===== src/rtl/sopalu_pkg.sv =====
package sopalu_pkg;

  typedef enum logic [2:0] {
    SH_LEFT  = 3'd0,
    SH_RIGHT = 3'd1,
    SH_ARITH = 3'd2,
    SH_ROT   = 3'd3,
    SH_ROTX  = 3'd4
  } shift_kind_e;

  typedef enum logic [3:0] {
    OP_AND    = 4'd0,
    OP_XOR    = 4'd1,
    OP_SUB    = 4'd2,
    OP_RSUB   = 4'd3,
    OP_ADD    = 4'd4,
    OP_ADDC   = 4'd5,
    OP_SUBC   = 4'd6,
    OP_RSUBC  = 4'd7,
    OP_TSTAND = 4'd8,
    OP_TSTXOR = 4'd9,
    OP_CMPSUB = 4'd10,
    OP_CMPADD = 4'd11,
    OP_OR     = 4'd12,
    OP_PASS   = 4'd13,
    OP_ANDN   = 4'd14,
    OP_PASSN  = 4'd15
  } alu_op_e;

  localparam int FL_N = 3;
  localparam int FL_Z = 2;
  localparam int FL_C = 1;
  localparam int FL_V = 0;

  function automatic logic is_probe(input logic [3:0] op);
    return op inside {OP_TSTAND, OP_TSTXOR, OP_CMPSUB, OP_CMPADD};
  endfunction

  function automatic logic is_logic(input logic [3:0] op);
    return op inside {OP_AND, OP_XOR, OP_TSTAND, OP_TSTXOR,
                      OP_OR, OP_PASS, OP_ANDN, OP_PASSN};
  endfunction

endpackage


===== src/rtl/alu_barrel.sv =====
module alu_barrel
  import sopalu_pkg::*;
#(
  parameter int W     = 32,
  parameter int AMT_W = 8
) (
  input  logic [W-1:0]     din,
  input  logic [2:0]       kind,
  input  logic [AMT_W-1:0] amt,
  input  logic             cin,
  output logic [W-1:0]     dout,
  output logic             cout
);
  // rotation uses the amount modulo W; W is a power of two
  localparam int RW = $clog2(W);

  logic [W:0]        wide_l;
  logic [W:0]        wide_r;
  logic signed [W:0] wide_s;
  logic [RW-1:0]     rot;

  always_comb begin
    rot    = amt[RW-1:0];
    wide_l = {1'b0, din} << amt;
    wide_r = {din, 1'b0} >> amt;
    wide_s = $signed({din, 1'b0}) >>> amt;
    dout   = din;
    cout   = cin;
    if (shift_kind_e'(kind) == SH_ROTX) begin
      dout = {cin, din[W-1:1]};
      cout = din[0];
    end else if (amt != '0) begin
      case (shift_kind_e'(kind))
        SH_RIGHT: begin
          dout = wide_r[W:1];
          cout = wide_r[0];
        end
        SH_ARITH: begin
          dout = wide_s[W:1];
          cout = wide_s[0];
        end
        SH_ROT: begin
          dout = (din >> rot) | (din << (W - int'(rot)));
          cout = dout[W-1];
        end
        default: begin
          dout = wide_l[W-1:0];
          cout = wide_l[W];
        end
      endcase
    end
  end

endmodule


===== src/rtl/alu_core.sv =====
module alu_core
  import sopalu_pkg::*;
#(
  parameter int W = 32
) (
  input  logic [W-1:0] a,
  input  logic [W-1:0] b,
  input  logic [3:0]   op,
  input  logic         sh_c,
  input  logic [3:0]   flags_in,
  output logic [W-1:0] res,
  output logic [3:0]   flags_new,
  output logic         probe
);
  logic [W-1:0] x, y, lres;
  logic         ci, arith;
  logic [W:0]   sum;

  always_comb begin
    x     = a;
    y     = b;
    ci    = 1'b0;
    arith = 1'b1;
    lres  = '0;
    case (alu_op_e'(op))
      OP_ADD, OP_CMPADD: ci = 1'b0;
      OP_ADDC:           ci = flags_in[FL_C];
      OP_SUB, OP_CMPSUB: begin y = ~b; ci = 1'b1;            end
      OP_SUBC:           begin y = ~b; ci = flags_in[FL_C];  end
      OP_RSUB:           begin x = ~a; ci = 1'b1;            end
      OP_RSUBC:          begin x = ~a; ci = flags_in[FL_C];  end
      OP_AND, OP_TSTAND: begin arith = 1'b0; lres = a & b;   end
      OP_XOR, OP_TSTXOR: begin arith = 1'b0; lres = a ^ b;   end
      OP_OR:             begin arith = 1'b0; lres = a | b;   end
      OP_PASS:           begin arith = 1'b0; lres = b;       end
      OP_ANDN:           begin arith = 1'b0; lres = a & ~b;  end
      default:           begin arith = 1'b0; lres = ~b;      end
    endcase
    sum = {1'b0, x} + {1'b0, y} + {{W{1'b0}}, ci};
    res = arith ? sum[W-1:0] : lres;
    flags_new[FL_N] = res[W-1];
    flags_new[FL_Z] = (res == '0);
    if (arith) begin
      flags_new[FL_C] = sum[W];
      flags_new[FL_V] = (x[W-1] == y[W-1]) && (sum[W-1] != x[W-1]);
    end else begin
      flags_new[FL_C] = sh_c;
      flags_new[FL_V] = flags_in[FL_V];
    end
    probe = is_probe(op);
  end

endmodule


===== src/rtl/shifted_operand_alu.sv =====
module shifted_operand_alu
  import sopalu_pkg::*;
#(
  parameter int W     = 32,
  parameter int AMT_W = 8,
  parameter int IMM_W = 6
) (
  input  logic             clk,
  input  logic             rst,
  input  logic [W-1:0]     op_a,
  input  logic [W-1:0]     op_b,
  input  logic [2:0]       sh_kind,
  input  logic             sh_use_reg,
  input  logic [IMM_W-1:0] sh_imm,
  input  logic [W-1:0]     sh_reg,
  input  logic [3:0]       opcode,
  input  logic             set_flags,
  input  logic [3:0]       flags_in,
  output logic [W-1:0]     result,
  output logic             wr_en,
  output logic [3:0]       flags_out
);
  localparam int FLAG_W = 4;

  logic [AMT_W-1:0]  amt;
  logic [W-1:0]      b_sh;
  logic              sh_c;
  logic [W-1:0]      alu_res;
  logic [FLAG_W-1:0] alu_fl;
  logic              probe;

  assign amt = sh_use_reg ? sh_reg[AMT_W-1:0] : AMT_W'(sh_imm);

  alu_barrel #(.W(W), .AMT_W(AMT_W)) u_shift (
    .din  (op_b),
    .kind (sh_kind),
    .amt  (amt),
    .cin  (flags_in[FL_C]),
    .dout (b_sh),
    .cout (sh_c)
  );

  alu_core #(.W(W)) u_core (
    .a         (op_a),
    .b         (b_sh),
    .op        (opcode),
    .sh_c      (sh_c),
    .flags_in  (flags_in),
    .res       (alu_res),
    .flags_new (alu_fl),
    .probe     (probe)
  );

  always_ff @(posedge clk) begin
    if (rst) begin
      result    <= '0;
      wr_en     <= 1'b0;
      flags_out <= '0;
    end else begin
      result    <= alu_res;
      wr_en     <= ~probe;
      flags_out <= (set_flags || probe) ? alu_fl : flags_in;
    end
  end

  AST_PROBE_NO_WRITE: assert property (@(posedge clk) disable iff (rst)
    is_probe(opcode) |=> !wr_en);

  AST_FLAGS_HELD: assert property (@(posedge clk) disable iff (rst)
    (!set_flags && !is_probe(opcode)) |=> flags_out == $past(flags_in));

  AST_LOGIC_V_KEPT: assert property (@(posedge clk) disable iff (rst)
    (set_flags && is_logic(opcode)) |=> flags_out[FL_V] == $past(flags_in[FL_V]));

  AST_NZ_TRACK: assert property (@(posedge clk) disable iff (rst)
    (set_flags || is_probe(opcode)) |=>
      (flags_out[FL_Z] == (result == '0)) && (flags_out[FL_N] == result[W-1]));

  AST_ROTX_FILL: assert property (@(posedge clk) disable iff (rst)
    (sh_kind == SH_ROTX && opcode == OP_PASS) |=> result[W-1] == $past(flags_in[FL_C]));

  AST_REG_HIGH_IGNORED: assert property (@(posedge clk) disable iff (rst)
    (sh_use_reg && sh_reg[W-1:AMT_W] != '0 && sh_reg[AMT_W-1:0] == '0 &&
     sh_kind == SH_LEFT && opcode == OP_PASS) |=> result == $past(op_b));

endmodule


===== config.mk =====
export PLATFORM = sky130hd
export DESIGN_NAME = shifted_operand_alu
export DESIGN_NICKNAME = d
export VERILOG_FILES = /design/src/rtl/sopalu_pkg.sv /design/src/rtl/alu_barrel.sv /design/src/rtl/alu_core.sv /design/src/rtl/shifted_operand_alu.sv
export SDC_FILE = /design/constraint.sdc
export NUM_CORES = 1
export LEC_CHECK = 0
export ABC_AREA = 1
export BUFFER_PORTS_ARGS = -buffer_cell sky130_fd_sc_hd__buf_4
export CAP_MARGIN = 20
export CORE_AREA = 2 2 199 201
export DETAILED_ROUTE_END_ITERATION = 8
export DIE_AREA = 0 0 201 203
export PLACE_DENSITY = 0.67
export REMOVE_ABC_BUFFERS = 1
export SYNTH_ARGS = -nofsm -noshare
export SYNTH_HDL_FRONTEND = slang
export SYNTH_HIERARCHICAL = 1
export SYNTH_SLANG_ARGS = --single-unit
export TNS_END_PERCENT = 50

===== constraint.sdc =====
create_clock -name clk -period 4.8 [get_ports clk]
set_input_delay 0.24 -clock clk [delete_from_list [all_inputs] [get_ports clk]]
set_output_delay 0.24 -clock clk [all_outputs]
set_load 0.005 [all_outputs]

## Word-level counts from Yosys, hierarchy flattened

Index checks and enable logic that the tools add are counted.

- Input port bits: 117
- Output and inout port bits: 37
- Word-level logic and storage cells: 67
- Register bits after elaboration: 37

- Eq/ne operators: 20
- Shift operators: 5
- Bitwise logic cells: 8
- Reduce and logical (&&, ||, !) cells: 13
- Add/sub/neg operators: 3
- Mux-type cells: 15

Operators by type and width:

| operator | count |
|---|---|
| case mux 32 bit (6 select lines) | 1 |
| two-way mux 32 bit | 5 |
| case mux 32 bit (3 select lines) | 1 |
| bitwise AND 32 bit | 2 |
| inverter 32 bit | 2 |
| bitwise OR 32 bit | 2 |
| adder 32 x 32 -> 33 bit | 1 |
| adder 33 x 1 -> 33 bit | 1 |
| << shifter 32 x 8 -> 33 bit | 1 |
| >> shifter 33 x 8 -> 33 bit | 1 |
| >>> shifter 33 x 8 -> 33 bit | 1 |
| zero test 32 bit | 1 |
| << shifter 32 x 32 -> 32 bit | 1 |
| >> shifter 32 x 5 -> 32 bit | 1 |
| bitwise XOR 32 bit | 1 |
| equality test 4 bit, second input constant | 7 |
| equality test 4 x 3 -> 1 bit, second input constant | 4 |
| OR reduction 3 bit | 3 |
| equality test 4 x 2 -> 1 bit, second input constant | 2 |
| two-way mux 8 bit | 1 |
| nonzero test 8 bit | 1 |
| OR reduction 8 bit | 1 |
| subtractor 6 x 5 -> 7 bit, first input constant | 1 |
| equality test 3 x 2 -> 1 bit, second input constant | 2 |
| other kinds (16) | 20 |

## Longest topological paths before layout

- Word-level depth: 15
- Mapped depth: 45
- Gate-level depth less buffers: 42

## Cells and area by module

The synthesis kept the hierarchy.

Modules (own cells, without submodules):

| module | seq. area each (um2) | area each (um2) | times used | cells each |
|---|---|---|---|---|
| alu_barrel | 0.0 | 7,842.5 | 1 | 1,681 |
| alu_core | 0.0 | 5,442.7 | 1 | 1,052 |
| shifted_operand_alu | 740.7 | 1,221.2 | 1 | 151 |

## Worst setup path before layout

Ideal clock, no wire load.

- Path type: input-to-reg
- Start point: input sh_imm[1]
- End point: register flags_out[2]
- Stages: 39
- Path buffers: 5
- Setup time: 113 ps
- Setup slack: -97 ps
- Data arrival time: 4,784 ps
- Required time: 4,687 ps
- Cell sequence: inv_1 > o21ai_0 > buf_6 > inv_2 > buf_6 > buf_2 > buf_6 > ha_1 > xnor2_4 > inv_2 > buf_2 > nand2_1 > nor2_1 > nand2_1 > nand2_1 > o21ai_0 > nand2_1 > nand2_1 > [3 not listed] > inv_1 > fa_1 > nand3_1 > nand3_1 > nand2_1 > nand2_1 > nand2_1 > nand2_1 > nand2_1 > nand2_1 > o21ai_0 > nor2_1 > nand2_1 > nor2_1 > nand2_1 > nor2_1 > nor2_1 > nor2_1

- Longest elaborated chain between the ends: 14
- Elaborated cells between the ends (all ways): 24
- Those cells by class: add/sub (3); shift (5); mux (8); bitwise (6); reduce/logical (2)

Ends and longest elaborated chain:

| element | RTL line | source |
|---|---|---|
| start: declaration | shifted_operand_alu.sv:14 | `input logic [IMM_W-1:0] sh_imm,` |
| two-way mux 8 bit * | shifted_operand_alu.sv:32 | `assign amt = sh_use_reg ? sh_reg[AMT_W-1:0] : AMT_W'(sh_imm);` |
| via amt[1] | shifted_operand_alu.sv:25 | `logic [AMT_W-1:0] amt;` |
| subtractor 6 x 5 -> 7 bit | alu_barrel.sv:43 | `dout = (din >> rot) \| (din << (W - int'(rot)));` |
| << shifter 32 x 32 -> 32 bit | alu_barrel.sv:43 |  |
| bitwise OR 32 bit | alu_barrel.sv:43 |  |
| case mux 32 bit (3 select lines) | alu_barrel.sv:33 | `case (shift_kind_e'(kind))` |
| two-way mux 32 bit * | alu_barrel.sv:32 | `end else if (amt != '0) begin` |
| two-way mux 32 bit * | alu_barrel.sv:29 | `if (shift_kind_e'(kind) == SH_ROTX) begin` |
| via b_sh[0] | shifted_operand_alu.sv:26 | `logic [W-1:0] b_sh;` |
| [1 not listed] | - |  |
| two-way mux 32 bit * | - |  |
| adder 32 x 32 -> 33 bit * | alu_core.sv:39 | `sum = {1'b0, x} + {1'b0, y} + {{W{1'b0}}, ci};` |
| adder 33 x 1 -> 33 bit * | alu_core.sv:39 |  |
| two-way mux 32 bit * | alu_core.sv:40 | `res = arith ? sum[W-1:0] : lres;` |
| via alu_res[14] | shifted_operand_alu.sv:28 | `logic [W-1:0] alu_res;` |
| zero test 32 bit * | alu_core.sv:42 | `flags_new[FL_Z] = (res == '0);` |
| via alu_fl[2] | shifted_operand_alu.sv:29 | `logic [FLAG_W-1:0] alu_fl;` |
| two-way mux 4 bit * | shifted_operand_alu.sv:62 | `flags_out <= (set_flags \|\| probe) ? alu_fl : flags_in;` |
| end signal: assignment | shifted_operand_alu.sv:62 |  |
| end: declaration | shifted_operand_alu.sv:21 | `output logic [3:0] flags_out` |

The timed path passes the listed nets; every way through them passes the cells marked *.
A chain may end at the register's enable or synchronous reset.

## Worst setup path after layout

- Start point: input sh_use_reg
- End point: register flags_out[2]

- Longest elaborated chain between the ends: 14
- Elaborated cells between the ends (all ways): 24
- Those cells by class: add/sub (3); shift (5); mux (8); bitwise (6); reduce/logical (2)

Ends and longest elaborated chain:

| element | RTL line | source |
|---|---|---|
| start: declaration | shifted_operand_alu.sv:13 | `input logic sh_use_reg,` |
| two-way mux 8 bit * | shifted_operand_alu.sv:32 |  |
| via amt[2] | shifted_operand_alu.sv:25 |  |
| subtractor 6 x 5 -> 7 bit | alu_barrel.sv:43 |  |
| << shifter 32 x 32 -> 32 bit | alu_barrel.sv:43 |  |
| bitwise OR 32 bit | alu_barrel.sv:43 |  |
| case mux 32 bit (3 select lines) | alu_barrel.sv:33 |  |
| two-way mux 32 bit * | alu_barrel.sv:32 |  |
| two-way mux 32 bit * | alu_barrel.sv:29 |  |
| via b_sh[3] | shifted_operand_alu.sv:26 |  |
| inverter 32 bit | - |  |
| two-way mux 32 bit | - |  |
| adder 32 x 32 -> 33 bit | alu_core.sv:39 |  |
| adder 33 x 1 -> 33 bit | alu_core.sv:39 |  |
| two-way mux 32 bit * | alu_core.sv:40 |  |
| zero test 32 bit * | alu_core.sv:42 |  |
| via alu_fl[2] | shifted_operand_alu.sv:29 |  |
| two-way mux 4 bit * | shifted_operand_alu.sv:62 |  |

Marks and branches as above.

==> results.ini <==
[timing]
hold_viol = 0
final.setup.tns_ns = 0
layout_setup_ws_ns = 0.207
period_needed_ns = 4.59
drv_slew = 0
worstMarginPinSlew_ns = 0.949
relSlewSlack = 0.365
setup_viol = 0
fin_crit_sh = 0.957
whs_ns = 0.264
fmax_mhz = 218

[clock_tree]
tritoncts = yes
cts-htree-levels = 2
cts.sinks = 37
cts_hold_buffers = 0
numCtsBuffers = 5
clk_pin_slew_worst_paths_ns = 0.06
root_buffer = clkbuf_16
clk_path_buf_depth = 2

[yosys]
yosys_warnings = 6
syn_area_um2 = 14500
synth_most_common_cell = nand2_1
yosysTopAreaCell = nand2_1
ys_top_cells_by_area = nand2_1 (25%), nand3_1 (14%), inv_1 (8.1%)
ys_types = 55
syn_area_per_cell_um2 = 5.03
yosysTopAreaCellShare = 0.254
ys.flop_type = dfxtp_1
synth_edf_count = 0
synthTopCellsByCount = nand2_1 (980), nand3_1 (398), inv_1 (313)
synth_seq_area_share = 0.0511
synth_cells = 2884
ys_async_sr_fraction = 0
synth-seq-cells = 37

[placement]
place_congestion = 1.06
place_hpwl_um = 62100
dpl_cell_area_um2 = 19300
port_buffers = 129
pre_cts_slack_ns = -0.438

[layout]
fin_nets = 3553
drive_gt1_frac = 0.256
multi_input_area_um2 = 12300
area_growth_pct = 40.3
fill_cells = 4149
n_antenna_cell = 0
fin_area_um2 = 20300
register_area_um2 = 741

[route]
route.antenna.remaining_nets = 0
wl_per_cell_um = 19.8
wl_um = 77100
avgViaCountPerCell = 5.57
dr_total_vias = 21680
drc = 0
drtPass1Iterations = 6
drtIter0Drc = 2362

[grt]
grt_pass1_wl_um = 113000
grt_overflow = 0
antenna_found_initial = 0
grt_max_degree = 53
grt_pass1_vias = 20009
grt_use_total = 0.357

[power]
p_seq_frac = 0.076
clkPwrFrac = 0.086
p_sw_uw = 2550
ir_drop_mv = 0.151
power_per_cell_area_nw_per_um2 = 244
p_int_uw = 2410
p_sw_frac = 0.514
power_frac_comb = 0.838
p_leak_uw = 0.0109

[die]
row_count = 72
boundaryPins = 154
die_y_um = 203
start_util = 0.377
coreArea_um2 = 38500
fp.dieW_um = 201
dieArea_um2 = 40800

[worst_setup_path]
crit_arrival_ns = 4.82
cp-end-kind = flop
worst-path-buf-inv = 10
path_class = primary input to flop
cpMaxStageDelayCell = ha_2
cp-start-kind = primary input
crit_path_max_incr_delay_ns = 0.33
crit_family = simple AND/OR/NAND/NOR gates
cp_max_fo = 11
required_ns = 5.02
crit_start = sh_use_reg
path_common_cell = nand2_1

[hold_path]
hp-start = flags_in[3]
hp-class = primary input to flop

[flow_run]
maxCapViolCount = 0

[run_status]
status = completed

-- layout make-up --
| class | instances | share of cell area |
|---|---|---|
| Multi-Input combinational cell | 2352 | 0.604 |
| Tap cell | 518 | 0.0318 |
| Clock inverter | 3 | 0.00338 |
| Inverter | 333 | 0.0618 |
| Timing Repair Buffer | 641 | 0.257 |
| Sequential cell | 37 | 0.0364 |
| Clock buffer | 5 | 0.00615 |
-- final timing paths --
path / to / slack (ns) / cells past startpoint
worst max-delay path: flags_out[2] / 0.21 / 38
worst min-delay path: flags_out[3] / 0.26 / 5
-- kinds of logic (layout without fill, tap and decap cells) --
kind of cell               Yosys count  count (layout)  synth area share
xor gates and xnor gates            90              90            0.0562
adders and majority gates           66              66            0.0580
buffers and inverters              495             982             0.147
DFF                                 37              37            0.0511
muxes                                1               1          0.000690
AOI/OAI and AO/OA                  464             464             0.183
and+or+nand+nor                   1731            1731             0.505
-- tightest hold or removal path, stage by stage --
cell     delay [ns]
buf_4          0.08
inv_1          0.04
nand2_1        0.05
nand2_1        0.04
nor2_1         0.07
-- what timing repair did --
action | CTS | global route
pin swaps | 0 | 48
setup buffers | 0 | 17
endpoints found under the setup margin | 1 | 11
gates cloned | 0 | 4
resized for setup | 5 | 187
hold endpoints to repair | 0 | 0
-- power by group through the flow --
stage               Combinational, uW  Sequential [uW]  Clock (uW)
finish                           4160              377         425
global route                     4500              381         446
CTS                              3820              378         434
detailed placement               3800              385           0
global placement                 3780              383           0
floorplan                        1950              392           0
-- flip-flops by register name, summed over array words and instances, names as in the netlist --
| name | flops |
|---|---|
| wr_en | 1 |
| result | 32 |
| flags_out | 4 |
-- per-layer routing --
layer,track usage,part of all wire
met1,0.418,0.38
met2,0.622,0.46
met3,0.0265,0.076
met4,0.248,0.082
met5,0,0
-- through the flow --
step                      total power, uW  std cells  utilization
after global routing                 5330       3889        0.529
after global placement               4170       3860        0.501
after floorplan                      2340       2722            -
final                                4960       3889        0.529
after CTS                            4630       3868        0.507
after detailed placement             4180       3860        0.501
-- cells in the final DEF, fill, tap and decap left out, types with 37 or more instances in the layout --
| cell type | n |
|---|---|
| ha_1 | 58 |
| nand3_1 | 379 |
| dfxtp_1 | 37 |
| a21oi_1 | 107 |
| nor2_1 | 227 |
| nand2_2 | 55 |
| nand2_1 | 929 |
| o211ai_1 | 69 |
| inv_1 | 305 |
| o21ai_1 | 76 |
| xor2_1 | 85 |
| o21ai_0 | 118 |
| buf_4 | 605 |
Power figures use the tool's default switching activity.
